### config.mk
export PLATFORM = sky130hd
export DESIGN_NAME = irq_redir_engine
export DESIGN_NICKNAME = d
export VERILOG_FILES = /design/src/rtl/redir_pkg.sv /design/src/rtl/redir_req_bank.sv /design/src/rtl/redir_remote_bank.sv /design/src/rtl/redir_arbiter.sv /design/src/rtl/irq_redir_engine.sv
export SDC_FILE = /design/constraint.sdc
export NUM_CORES = 1
export LEC_CHECK = 0
export CAP_MARGIN = 20
export CELL_PAD_IN_SITES_DETAIL_PLACEMENT = 0
export CELL_PAD_IN_SITES_GLOBAL_PLACEMENT = 2
export CORE_AREA = 2 2 644 646
export DETAILED_ROUTE_END_ITERATION = 16
export DIE_AREA = 0 0 646 648
export MAX_ROUTING_LAYER = met4
export PLACE_DENSITY = 0.3
export SYNTH_ARGS = -nofsm -noshare
export SYNTH_HDL_FRONTEND = slang
export SYNTH_HIERARCHICAL = 1
export SYNTH_SLANG_ARGS = --single-unit
### constraint.sdc
create_clock -name clk -period 9.8 [get_ports clk]
set_input_delay 2.45 -clock clk [delete_from_list [all_inputs] [get_ports clk]]
set_output_delay 2.45 -clock clk [all_outputs]
set_load 0.005 [all_outputs]
### src/rtl/redir_pkg.sv
package redir_pkg;

  localparam int ENT_W       = 64;
  localparam int VEC_W       = 8;

  // entry field positions (consumed by neighbouring register logic)
  localparam int F_VEC_LO    = 0;
  localparam int F_DLV_LO    = 8;
  localparam int F_DMODE     = 11;
  localparam int F_TRIG      = 15;
  localparam int F_MASK      = 16;
  localparam int F_DEST_LO   = 48;

  localparam logic [31:0] MSG_BASE = 32'hFEE0_0000;
  localparam int A_DEST_LO   = 12;
  localparam int A_DMODE     = 2;
  localparam int D_DLV_LO    = 8;
  localparam int D_TRIG      = 15;

  function automatic logic [VEC_W-1:0] ent_vector(input logic [ENT_W-1:0] e);
    return e[F_VEC_LO +: VEC_W];
  endfunction

  function automatic logic ent_trig(input logic [ENT_W-1:0] e);
    return e[F_TRIG];
  endfunction

  function automatic logic ent_mask(input logic [ENT_W-1:0] e);
    return e[F_MASK];
  endfunction

  function automatic logic [31:0] form_addr(input logic [ENT_W-1:0] e);
    logic [31:0] a;
    a = MSG_BASE;
    a[A_DEST_LO +: 16] = a[A_DEST_LO +: 16] | e[F_DEST_LO +: 16];
    a[A_DMODE]         = a[A_DMODE] | e[F_DMODE];
    return a;
  endfunction

  function automatic logic [31:0] form_data(input logic [ENT_W-1:0] e);
    logic [31:0] d;
    d = '0;
    d[0 +: VEC_W]     = e[F_VEC_LO +: VEC_W];
    d[D_DLV_LO +: 3]  = e[F_DLV_LO +: 3];
    d[D_TRIG]         = e[F_TRIG];
    return d;
  endfunction

endpackage

### src/rtl/redir_req_bank.sv
module redir_req_bank #(
  parameter int NPINS = 24,
  parameter int IN_W  = 5
) (
  input  logic             clk,
  input  logic             rst_n,
  input  logic             in_valid,
  input  logic [IN_W-1:0]  in_num,
  input  logic             in_level,
  input  logic [NPINS-1:0] trig_vec,
  input  logic [NPINS-1:0] mask_vec,
  input  logic [NPINS-1:0] served_vec,
  output logic [NPINS-1:0] req_vec
);

  localparam int REDIR_PIN = 2;

  logic [IN_W-1:0] mapped;
  logic            hit;

  always_comb begin
    mapped = (in_num == '0) ? IN_W'(REDIR_PIN) : in_num;
    hit    = in_valid && (int'(mapped) < NPINS);
  end

  for (genvar i = 0; i < NPINS; i++) begin : g_pin
    logic here, set_i, clr_i;
    always_comb begin
      here  = hit && (int'(mapped) == i);
      set_i = here && in_level && (trig_vec[i] || !mask_vec[i]);
      clr_i = (here && trig_vec[i] && !in_level) ||
              (served_vec[i] && !trig_vec[i]);
    end
    always_ff @(posedge clk) begin
      if (!rst_n)     req_vec[i] <= 1'b0;
      else if (set_i) req_vec[i] <= 1'b1;   // fresh arrival wins over delivery
      else if (clr_i) req_vec[i] <= 1'b0;
    end
  end

endmodule

### src/rtl/redir_remote_bank.sv
module redir_remote_bank #(
  parameter int NPINS = 24,
  parameter int VEC_W = 8
) (
  input  logic                   clk,
  input  logic                   rst_n,
  input  logic [NPINS-1:0]       trig_vec,
  input  logic [NPINS*VEC_W-1:0] vec_flat,
  input  logic [NPINS-1:0]       served_vec,
  input  logic                   eoi_valid,
  input  logic [VEC_W-1:0]       eoi_vector,
  output logic [NPINS-1:0]       rpend_vec
);

  for (genvar i = 0; i < NPINS; i++) begin : g_pin
    logic eoi_hit;
    assign eoi_hit = eoi_valid && rpend_vec[i] &&
                     (vec_flat[i*VEC_W +: VEC_W] == eoi_vector);
    always_ff @(posedge clk) begin
      if (!rst_n)               rpend_vec[i] <= 1'b0;
      else if (!trig_vec[i])    rpend_vec[i] <= 1'b0;
      else if (served_vec[i])   rpend_vec[i] <= 1'b1;
      else if (eoi_hit)         rpend_vec[i] <= 1'b0;
    end
  end

endmodule

### src/rtl/redir_arbiter.sv
module redir_arbiter #(
  parameter int NPINS = 24,
  localparam int PIN_W = $clog2(NPINS)
) (
  input  logic [NPINS-1:0] cand_vec,
  output logic [NPINS-1:0] grant_vec,
  output logic [PIN_W-1:0] grant_idx,
  output logic             any_cand
);

  logic [NPINS:0] seen;
  assign seen[0] = 1'b0;

  for (genvar i = 0; i < NPINS; i++) begin : g_chain
    assign seen[i+1]    = seen[i] | cand_vec[i];
    assign grant_vec[i] = cand_vec[i] & ~seen[i];
  end

  assign any_cand = seen[NPINS];

  always_comb begin
    grant_idx = '0;
    for (int i = 0; i < NPINS; i++)
      if (grant_vec[i]) grant_idx = PIN_W'(i);
  end

endmodule

### src/rtl/irq_redir_engine.sv
module irq_redir_engine
  import redir_pkg::*;
#(
  parameter int NPINS = 24,
  parameter int IN_W  = 5,
  localparam int PIN_W = $clog2(NPINS),
  localparam int TBL_W = NPINS * ENT_W
) (
  input  logic             clk,
  input  logic             rst_n,
  input  logic [TBL_W-1:0] cfg_table,
  input  logic             in_valid,
  input  logic [IN_W-1:0]  in_num,
  input  logic             in_level,
  input  logic             eoi_valid,
  input  logic [7:0]       eoi_vector,
  output logic             msg_valid,
  input  logic             msg_ready,
  output logic [31:0]      msg_addr,
  output logic [31:0]      msg_data,
  output logic [NPINS-1:0] remote_pend
);

  logic [NPINS-1:0]       trig_vec, mask_vec, req_vec, cand_vec;
  logic [NPINS-1:0]       grant_vec, served_vec;
  logic [NPINS*VEC_W-1:0] vec_flat;
  logic [PIN_W-1:0]       grant_idx;
  logic                   any_cand, load_evt;
  logic [ENT_W-1:0]       sel_entry;

  for (genvar i = 0; i < NPINS; i++) begin : g_unpack
    assign trig_vec[i]              = ent_trig(cfg_table[i*ENT_W +: ENT_W]);
    assign mask_vec[i]              = ent_mask(cfg_table[i*ENT_W +: ENT_W]);
    assign vec_flat[i*VEC_W +: VEC_W] = ent_vector(cfg_table[i*ENT_W +: ENT_W]);
  end

  redir_req_bank #(.NPINS(NPINS), .IN_W(IN_W)) u_req (
    .clk(clk), .rst_n(rst_n),
    .in_valid(in_valid), .in_num(in_num), .in_level(in_level),
    .trig_vec(trig_vec), .mask_vec(mask_vec), .served_vec(served_vec),
    .req_vec(req_vec)
  );

  redir_remote_bank #(.NPINS(NPINS), .VEC_W(VEC_W)) u_rpend (
    .clk(clk), .rst_n(rst_n),
    .trig_vec(trig_vec), .vec_flat(vec_flat), .served_vec(served_vec),
    .eoi_valid(eoi_valid), .eoi_vector(eoi_vector),
    .rpend_vec(remote_pend)
  );

  // deliverable: requested, unmasked, and (edge or no remote pending)
  assign cand_vec = req_vec & ~mask_vec & (~trig_vec | ~remote_pend);

  redir_arbiter #(.NPINS(NPINS)) u_arb (
    .cand_vec(cand_vec), .grant_vec(grant_vec),
    .grant_idx(grant_idx), .any_cand(any_cand)
  );

  assign load_evt   = any_cand && (!msg_valid || msg_ready);
  assign served_vec = grant_vec & {NPINS{load_evt}};
  assign sel_entry  = cfg_table[int'(grant_idx)*ENT_W +: ENT_W];

  always_ff @(posedge clk) begin
    if (!rst_n) begin
      msg_valid <= 1'b0;
      msg_addr  <= '0;
      msg_data  <= '0;
    end else if (load_evt) begin
      msg_valid <= 1'b1;
      msg_addr  <= form_addr(sel_entry);
      msg_data  <= form_data(sel_entry);
    end else if (msg_ready) begin
      msg_valid <= 1'b0;
    end
  end

endmodule

**Word-level counts from Yosys, hierarchy flattened**

Index checks and enable logic that the tools add are counted.

- Bits in writable memories: 0
- Memories: 0
- ROM bits: 0
- Logic and storage cells: 666
- Input port bits: 1,555
- Output and inout port bits: 89
- Flip-flop bits (word level): 76
- Latch bits: 0

- Bitwise logic cells: 76
- Magnitude comparators: 1
- Multiply operators: 0
- Shift operators: 1
- Reduce and logical (&&, ||, !) cells: 368
- Divide/modulo/power cells: 0
- Equality and inequality tests: 47
- Add/sub/neg operators: 0
- Mux-type cells: 122

Operators by type and width:

| kind | number |
|---|---|
| variable part select 1536 x 12 -> 61 bit | 1 |
| logical AND 1 bit | 194 |
| equality test 8 bit | 24 |
| two-way mux 5 bit | 23 |
| two-way mux 1 bit | 99 |
| nonzero test 2 bit | 49 |
| equality test 5 bit, second input constant | 16 |
| AND 24 bit | 3 |
| inverter 24 bit | 3 |
| logical NOT 1 bit | 50 |
| logical OR 1 bit | 49 |
| AND reduction 2 bit | 24 |
| OR 24 bit | 1 |
| AND 1 bit | 23 |
| inverter 1 bit | 23 |
| OR 1 bit | 23 |
| equality test 5 x 4 -> 1 bit, second input constant | 4 |
| equality test 5 x 3 -> 1 bit, second input constant | 2 |
| logical NOT 5 bit | 2 |
| equality test 5 x 2 -> 1 bit, second input constant | 1 |
| < comparator 5 bit, second input constant | 1 |

**Longest topological paths before layout**

Gate-level depths: netlist of run 1.

- Depth in word-level cells: 32
- Gate-level depth with buffers: 13
- Depth with buffers taken out: 10

**Cells and area by module**

The synthesis of run 1 kept the hierarchy.

Modules (own cells, without submodules):

| module | cells each | seq. area each (µm²) | instances | area an instance (µm²) |
|---|---|---|---|---|
| irq_redir_engine | 761 | 500.5 | 1 | 6,185.9 |
| redir_remote_bank | 364 | 480.5 | 1 | 3,220.6 |
| redir_req_bank | 203 | 480.5 | 1 | 1,659.1 |
| redir_arbiter | 84 | 0.0 | 1 | 531.8 |

**Worst setup path after synthesis of run 1**

No wires, ideal clock.

- Path kind: input port to flip-flop
- Start: input port cfg_table[1039]
- End: register msg_data[2]
- Buffers on the path: 2
- Arrival: 5.141 ns
- Slack: 4.530 ns
- Setup time: 0.129 ns
- Required time: 9.671 ns
- Cell stages on the path: 11
- Cells stage by stage: a211oi_1 or4_4 nor3_1 a31oi_1 a31oi_1 buf_2 buf_1 mux2i_1 o22ai_2 nor4_1 a31oi_1

- Cells in the longest elaborated chain, start to end: 14
- Elaborated cells on any way between the ends: 36
- Classes of those cells: shift: 1; mux: 8; bitwise: 26; reduce/logical: 1

RTL lines:

| item | RTL line | source |
|---|---|---|
| start, declared | irq_redir_engine.sv:11 | `input logic [TBL_W-1:0] cfg_table,` |
| inverter 24 bit (*) | irq_redir_engine.sv:52 | `assign cand_vec = req_vec & ~mask_vec & (~trig_vec \| ~remote_pend);` |
| OR 24 bit (*) | irq_redir_engine.sv:52 |  |
| AND 24 bit (*) | irq_redir_engine.sv:52 |  |
| OR 1 bit | redir_arbiter.sv:15 | `assign seen[i+1] = seen[i] \| cand_vec[i];` |
| OR 1 bit / inverter 1 bit (equally long branches) | redir_arbiter.sv:15, redir_arbiter.sv:16 |  |
| OR 1 bit (tied with other cells) (4 in series) | redir_arbiter.sv:15 |  |
| inverter 1 bit (tied with other cells) | redir_arbiter.sv:16 | `assign grant_vec[i] = cand_vec[i] & ~seen[i];` |
| AND 1 bit (tied with other cells) | redir_arbiter.sv:16 |  |
| two-way mux 5 bit / AND 1 bit (equally long branches) | redir_arbiter.sv:24, redir_arbiter.sv:16 |  |
| two-way mux 5 bit (*) | redir_arbiter.sv:24 | `if (grant_vec[i]) grant_idx = PIN_W'(i);` |
| via grant_idx[2] | irq_redir_engine.sv:27 | `logic [PIN_W-1:0] grant_idx;` |
| variable part select 1536 x 12 -> 61 bit (*) | irq_redir_engine.sv:61 | `assign sel_entry = cfg_table[int'(grant_idx)*ENT_W +: ENT_W];` |
| end signal, assigned | irq_redir_engine.sv:71 | `msg_data <= form_data(sel_entry);` |
| end, declared | irq_redir_engine.sv:20 | `output logic [31:0] msg_data,` |

The timed path passes the listed nets; every way through them passes the cells marked *.
A chain may end at the register's enable or synchronous reset.

**Worst setup path after layout of run 1**

- Start: input port cfg_table[1039]
- End: register msg_data[6]

- Cells in the longest elaborated chain, start to end: 14
- Elaborated cells on any way between the ends: 36
- Classes of those cells: shift: 1; mux: 8; bitwise: 26; reduce/logical: 1

RTL lines:

| item | RTL line | source |
|---|---|---|
| inverter 24 bit (*) | irq_redir_engine.sv:52 |  |
| OR 24 bit (*) | irq_redir_engine.sv:52 |  |
| AND 24 bit (*) | irq_redir_engine.sv:52 |  |
| via cand_vec[16] | irq_redir_engine.sv:24 | `logic [NPINS-1:0] trig_vec, mask_vec, req_vec, cand_vec;` |
| OR 1 bit | redir_arbiter.sv:15 |  |
| inverter 1 bit / OR 1 bit (equally long branches) | redir_arbiter.sv:16, redir_arbiter.sv:15 |  |
| AND 1 bit (tied with other cells) | redir_arbiter.sv:16 |  |
| two-way mux 5 bit (tied with other cells) (5 in series) | redir_arbiter.sv:24 |  |
| two-way mux 5 bit / AND 1 bit (equally long branches) | redir_arbiter.sv:24, redir_arbiter.sv:16 |  |
| two-way mux 5 bit (*) | redir_arbiter.sv:24 |  |
| via grant_idx[1] | irq_redir_engine.sv:27 |  |
| variable part select 1536 x 12 -> 61 bit (*) | irq_redir_engine.sv:61 |  |

Marks and branches as above.

==> run_results.csv, run 1 <==
group,metric,value,unit
route,ant_nets,0,
synthesis,synth_cell_types,65,
synthesis,yosys.area_share.adder,0,
grt,track_usage,0.0823,
synthesis,async_flop_share,0,
outcome,status,"completed",
floorplan,fp.dieH,648,µm
sta,rsz0062_at_grt,"false",
clock_network,clock_sinks,73,
sta,period_needed,7.67,ns
placement,dp_cells,7471,
floorplan,die_area,0.419,mm²
sta,period_share,0.782,
clock_network,cts-root-buf,"clkbuf_16",
critical_path,path_class,"in2reg",
route,finalWirelength,173000,µm
synthesis,synthXorXnorAreaFrac,0.145,
synthesis,synth_edf_count,0,
cells_and_area,fin_nets,3563,
sta,relSlewSlack,0.253,
grt,grt_pass1_vias,14864,
floorplan,core,0.412,mm²
floorplan,fp.dieW,646,µm
pwr,leakagePower,6.42,nW
synthesis,synth_top_flop_cell,"dfxtp_1",
cells_and_area,layout_commonest_cell,"clkdlybuf4s50_1",
synthesis,synth_mux_area_frac,0.243,
cells_and_area,layout_common_cells,"clkdlybuf4s50_1, mux2i_1, xor2_1",
cells_and_area,final_cells,7540,
critical_path,critPathLaunchType,"primary input",
synthesis,ys_seq_area_frac,0.126,
critical_path,crit_required,10.15,ns
sta,hold_viol,0,
clock_network,post-cts-setup-buffers,0,
floorplan,initial_utilization,0.0282,
pwr,p_total,1.49,mW
sta,final_max_slew_viol_count,0,
placement,dp_hpwl,156000,µm
clock_network,insertion_delay,0.43,ns
sta,skew,0.0204,ns
clock_network,postCtsHoldBufs,0,
floorplan,rows,236,
sta,setup_viol,0,
pwr,irDropWorstVdd,103,µV
sta,fmax,130,MHz
grt,grt_antenna_before_repair,162,
critical_path,crit_path_end_kind,"flop",
cells_and_area,fill_cells,48508,
min_path,holdCritPathClass,"reg2reg",
synthesis,avgSynthCellArea,8.21,µm²
sta,setup_tns,0,ns
route,drc,0,
synthesis,ys.warnings.count,6,
clock_network,cts_resized,0,
grt,grt_pass1_wl,205000,µm
route,wl_per_cell,22.9,µm
synthesis,synth_compound_area_frac,0.195,
clock_network,cts_buffer_depth,2,
synthesis,syn-cell-area,0.0116,mm²
critical_path,crit_fanout,18,
route,drtIter0Drc,635,
pwr,powerDensity,59.3,mW/mm²
cells_and_area,drive_gt1_frac,0.0820,
cells_and_area,syn_to_final_growth,117,%
synthesis,ys_ff_latch,73,
route,dr.pass1.iters,5,
clock_network,cts_tree,"done",
sta,worstMarginPinSlew,1.11,ns
floorplan,pin_count,1644,
synthesis,yosys.area_share.simple,0.184,
critical_path,arrival,8.02,ns
placement,portBuffers,652,
flow_run,cap_violations,0,
clock_network,cts_max_level,3,
grt,grt_max_degree,50,
grt,grt_remaining_overflow,0,
sta,fin_hold_ws,0.436,ns
clock_network,cts.clk_slew.worst_paths,0.08,ns
placement,gp_congestion,0.757,
synthesis,synth_cells,1412,
route,dr_total_vias,14093,
clock_network,cts-buffers-inserted,9,
route,via_per_inst,1.87,
synthesis,synth_top_family_by_area,"multiplexers",
where the power goes:
| part | leakage, nW | total [mW] | internal, mW | switching, mW |
|---|---|---|---|---|
| sequential | 0.590 | 0.309 | 0.305 | 0.00432 |
| clock | 0.148 | 0.417 | 0.223 | 0.194 |
| combinational | 5.69 | 0.766 | 0.359 | 0.407 |
| total | 6.42 | 1.49 | 0.887 | 0.605 |
synth_stat cells, types with 23 or more instances:
cell | number | area (µm²)
dfxtp_1 | 73 | 1460
o211ai_1 | 51 | 383
a31oi_1 | 51 | 319
o21ai_0 | 27 | 135
clkbuf_1 | 44 | 165
a211oi_1 | 26 | 195
and3_1 | 31 | 194
nor3_1 | 32 | 160
nand3_1 | 43 | 215
mux2i_1 | 230 | 2300
mux4_2 | 23 | 518
nor3b_1 | 26 | 195
xor2_1 | 192 | 1680
buf_4 | 48 | 360
nor4_1 | 50 | 313
nand2_1 | 51 | 191
nand2b_1 | 24 | 150
nor2_1 | 40 | 150
a21oi_1 | 27 | 135
inv_1 | 65 | 244
o22ai_1 | 29 | 181
a22oi_1 | 23 | 173
buf_2 | 39 | 195
through the flow:
stage | cell area, µm² | util | setup slack [ns]
finish | 25200 | 0.0611 | 2.13
global route | 25100 | 0.0610 | 1.74
CTS | 25000 | 0.0608 | 1.85
detailed placement | 24700 | 0.0600 | 1.38
global placement | 24700 | 0.0599 | 1.38
floorplan | 11700 | - | 4.53
final timing paths:
| path | endpoint | depth (start not counted) | slack (ns) | from |
|---|---|---|---|---|
| hold reg to reg | u_req/req_vec[0] | 2 | 0.44 | u_req/req_vec[0] |
| setup / recovery | msg_data[6] | 12 | 2.13 | cfg_table[1039] |
| setup reg to reg | msg_data[6] | 11 | 4.25 | u_rpend/rpend_vec[16] |
| hold / removal | u_req/req_vec[0] | 2 | 0.44 | u_req/req_vec[0] |
registers in the layout (all words and copies together), names as in the netlist:
name,count
msg_addr,12
u_req/req_vec,24
u_rpend/rpend_vec,24
msg_data,12
msg_valid,1
area by class of cell:
cell class	instances	area [µm²]	share of cell area
inverters	65	244	0.00970
multi-input cells	1149	9180	0.365
diodes	54	135	0.00537
clock buffers	9	225	0.00895
repair buffers	710	6970	0.277
clock inverters	6	92.6	0.00368
flip-flops and latches	73	1460	0.0581
well taps	5474	6850	0.272
critical path: stages:
cell and delay [ns]:
clkdlybuf4s50_1 0.69, a211oi_1 0.33, or4_4 0.66, nor3_1 0.56, a31oi_1 0.28, o211ai_1 0.73, buf_4 0.47, nand4bb_2 0.82
buf_4 0.53, nor2_1 0.21, nor4_1 0.08, a31oi_1 0.16
routing by layer:
layer	GRT usage	up-vias	share of wire
met5	-	-	0
met4	0.0109	0	0.014
met3	0.0357	165	0.091
met2	0.151	695	0.53
met1	0.0822	6737	0.37
li1	-	6496	-
cell families after synthesis:
group,after synthesis
AO/OA/AOI/OAI,313
AND/OR/NAND/NOR,360
multiplexers,253
XOR/XNOR,192
buffers and inverters,220
other,1
flip-flops,73
(Power assumes the default switching activity.)
==> run 2, diff against run 1 <==
--- a/config.mk
+++ b/config.mk
@@ -8,9 +8,9 @@
 export CAP_MARGIN = 20
 export CELL_PAD_IN_SITES_DETAIL_PLACEMENT = 0
 export CELL_PAD_IN_SITES_GLOBAL_PLACEMENT = 2
-export CORE_AREA = 2 2 644 646
+export CORE_AREA = 2 2 637 639
 export DETAILED_ROUTE_END_ITERATION = 16
-export DIE_AREA = 0 0 646 648
+export DIE_AREA = 0 0 639 641
 export MAX_ROUTING_LAYER = met4
 export PLACE_DENSITY = 0.3
 export SYNTH_ARGS = -nofsm -noshare
==> constraint.sdc (replaced) <==
create_clock -name clk -period 6.65 [get_ports clk]
set_input_delay 1.6625 -clock clk [delete_from_list [all_inputs] [get_ports clk]]
set_output_delay 1.6625 -clock clk [all_outputs]
set_load 0.005 [all_outputs]
==> run 2 against run 1 <==
Against the previous run:
- worst setup slack got worse by 1.3 ns
- wire length decreased by 0.26%
- first-iteration DRC count decreased by 10%
- sequential cell count unchanged
- total power increased by 56%
- cell area increased by 4.9%
- clock skew increased by 0.0025 ns
- global-route usage increased by 0.16 points
- non-clock buffer count increased by 120
- count of clock-buffer cells in the layout unchanged
- register-to-register slack got worse by 2.3 ns
- critical path type unchanged
- largest cell class unchanged
- largest power group unchanged
==> run_results.csv, run 2 (synthesis gave the netlist of run 1 again) <==
group,metric,value,unit
grt,track_usage,0.0839,
route,dr.pass1.iters,5,
critical_path,critPathLaunchType,"primary input",
route,wl_per_cell,23.0,µm
min_path,holdCritPathClass,"reg2reg",
placement,gp_congestion,0.764,
grt,grt_max_degree,46,
grt,grt_antenna_before_repair,168,
clock_network,post-cts-setup-buffers,0,
critical_path,reg2reg_from,"u_rpend/rpend_vec[3]",
cells_and_area,fin_nets,3683,
cells_and_area,layout_commonest_cell,"clkdlybuf4s50_1",
sta,setup_viol,0,
sta,final_max_slew_viol_count,0,
grt,grt_remaining_overflow,0,
placement,dp_cells,7404,
placement,place_ws,0.0664,ns
clock_network,cts.clk_slew.worst_paths,0.09,ns
critical_path,cp_cell_sequence,"clkdlybuf4s50_1, a211oi_1, or4_4, nor4_4, o2111ai_1, o211ai_1, buf_12, or4b_4, buf_4, o22ai_2, nor4_1, a31oi_1",
cells_and_area,layout_common_cells,"clkdlybuf4s50_1, mux2i_1, xor2_1",
route,ant_nets,0,
floorplan,initial_utilization,0.0288,
clock_network,cts-buffers-inserted,9,
min_path,min_to,"u_req/req_vec[0]",
cells_and_area,final_cells,7493,
pwr,irDropWorstVdd,146,µV
route,finalWirelength,172000,µm
critical_path,worstReg2RegEnd,"msg_addr[17]",
flow_run,cap_violations,0,
critical_path,path_buf_inv,3,
clock_network,cts_max_level,3,
pwr,leakagePower,7.19,nW
sta,relSlewSlack,0.232,
min_path,whs_path_depth,2,
route,via_per_inst,1.97,
sta,period_needed,5.80,ns
clock_network,cts_buffer_depth,2,
cells_and_area,syn_to_final_growth,128,%
grt,grt_pass1_wl,206000,µm
critical_path,path_class,"in2reg",
critical_path,rr_worst_depth,11,
sta,rsz0062_at_grt,"false",
floorplan,fp.dieH,641,µm
critical_path,slowest_delay,0.70,ns
cells_and_area,drive_gt1_frac,0.130,
critical_path,crit_required,7.01,ns
sta,fin_hold_ws,0.443,ns
clock_network,clock_sinks,73,
floorplan,core,0.402,mm²
sta,hold_viol,0,
critical_path,reg2reg_slack,2.00,ns
sta,skew,0.0228,ns
sta,fin_ws,0.846,ns
clock_network,postCtsHoldBufs,0,
clock_network,insertion_delay,0.43,ns
placement,dp_hpwl,157000,µm
route,drtIter0Drc,569,
floorplan,rows,233,
route,dr_total_vias,14763,
critical_path,cp_slowest_cell,"clkdlybuf4s50_1",
sta,period_share,0.873,
critical_path,path_delay_family,"simple AND/OR/NAND/NOR gates",
clock_network,cts_resized,0,
min_path,holdCritStartpoint,"u_req/req_vec[0]",
clock_network,cts_tree,"done",
critical_path,crit_path_end_kind,"flop",
critical_path,crit_fanout,7,
critical_path,arrival,6.16,ns
floorplan,pin_count,1644,
floorplan,fp.dieW,639,µm
sta,setup_tns,0,ns
route,drc,0,
pwr,powerDensity,88.1,mW/mm²
pwr,p_total,2.32,mW
cells_and_area,fill_cells,47137,
outcome,status,"completed",
clock_network,cts-root-buf,"clkbuf_16",
sta,fmax,172,MHz
cells_and_area,reg_top3,"u_req/req_vec: 24 flops, u_rpend/rpend_vec: 24 flops",
placement,place_area,0.0259,mm²
placement,portBuffers,652,
floorplan,die_area,0.410,mm²
cells_and_area,final_cell_area,0.0264,mm²
grt,grt_pass1_vias,15706,
cells_and_area,utilization,0.0656,
sta,worstMarginPinSlew,1.14,ns
==> run 2: changes by cell type in the layout (fill, tap and decap cells not counted), moves of 3 or more <==
cell / previous run / this run
buf_4: 55 / 128
buf_12: 3 / 47
diode_2: 54 / 73
clkdlybuf4s50_1: 645 / 649
nor4_1: 41 / 44
nor4_2: 11 / 8
==> run 2: metal layers <==
metal	part of all wire	global-route usage
met2	0.52	0.153
met3	0.099	0.0423
met4	0.022	0.0137
met5	0	-
met1	0.36	0.0796
==> run 2: where the power goes <==
group | leakage [nW] | internal (mW) | switching [mW]
Combinational | 6.45 | 0.630 | 0.632
Clock | 0.149 | 0.299 | 0.307
Sequential | 0.590 | 0.450 | 0.00653
==> run 2: cell type report <==
class / count / area [µm²] / share of cell area
multi-input cells: 1149 / 9150 / 0.347
clock inverters: 7 / 83.8 / 0.00318
diodes: 73 / 183 / 0.00692
repair buffers: 830 / 8430 / 0.319
inverters: 65 / 244 / 0.00925
clock buffers: 9 / 225 / 0.00853
well taps: 5287 / 6620 / 0.251
flip-flops and latches: 73 / 1460 / 0.0554
==> run 2: how the worst max path moves through the flow <==
stage	startpoint	endpoint	slack, ns	cells after the start
after CTS	cfg_table[143]	msg_addr[17]	0.55	12
after detailed placement	cfg_table[143]	msg_addr[14]	0.07	14
after global routing	cfg_table[143]	msg_addr[17]	0.46	13
after global placement	cfg_table[143]	msg_addr[14]	0.05	14
final	cfg_table[143]	msg_addr[17]	0.85	12
after floorplan	cfg_table[1039]	msg_data[2]	2.17	11
==> run 2: worst reg2reg max path, cell delays in order, from the launching register on <==
cell	delay, ns
dfxtp_1	0.68
a211oi_1	0.28
or4_4	0.64
nor4_4	0.50
o2111ai_1	0.23
o211ai_1	0.40
buf_12	0.21
or4b_4	0.60
buf_4	0.24
o22ai_2	0.44
nor4_1	0.19
a31oi_1	0.19
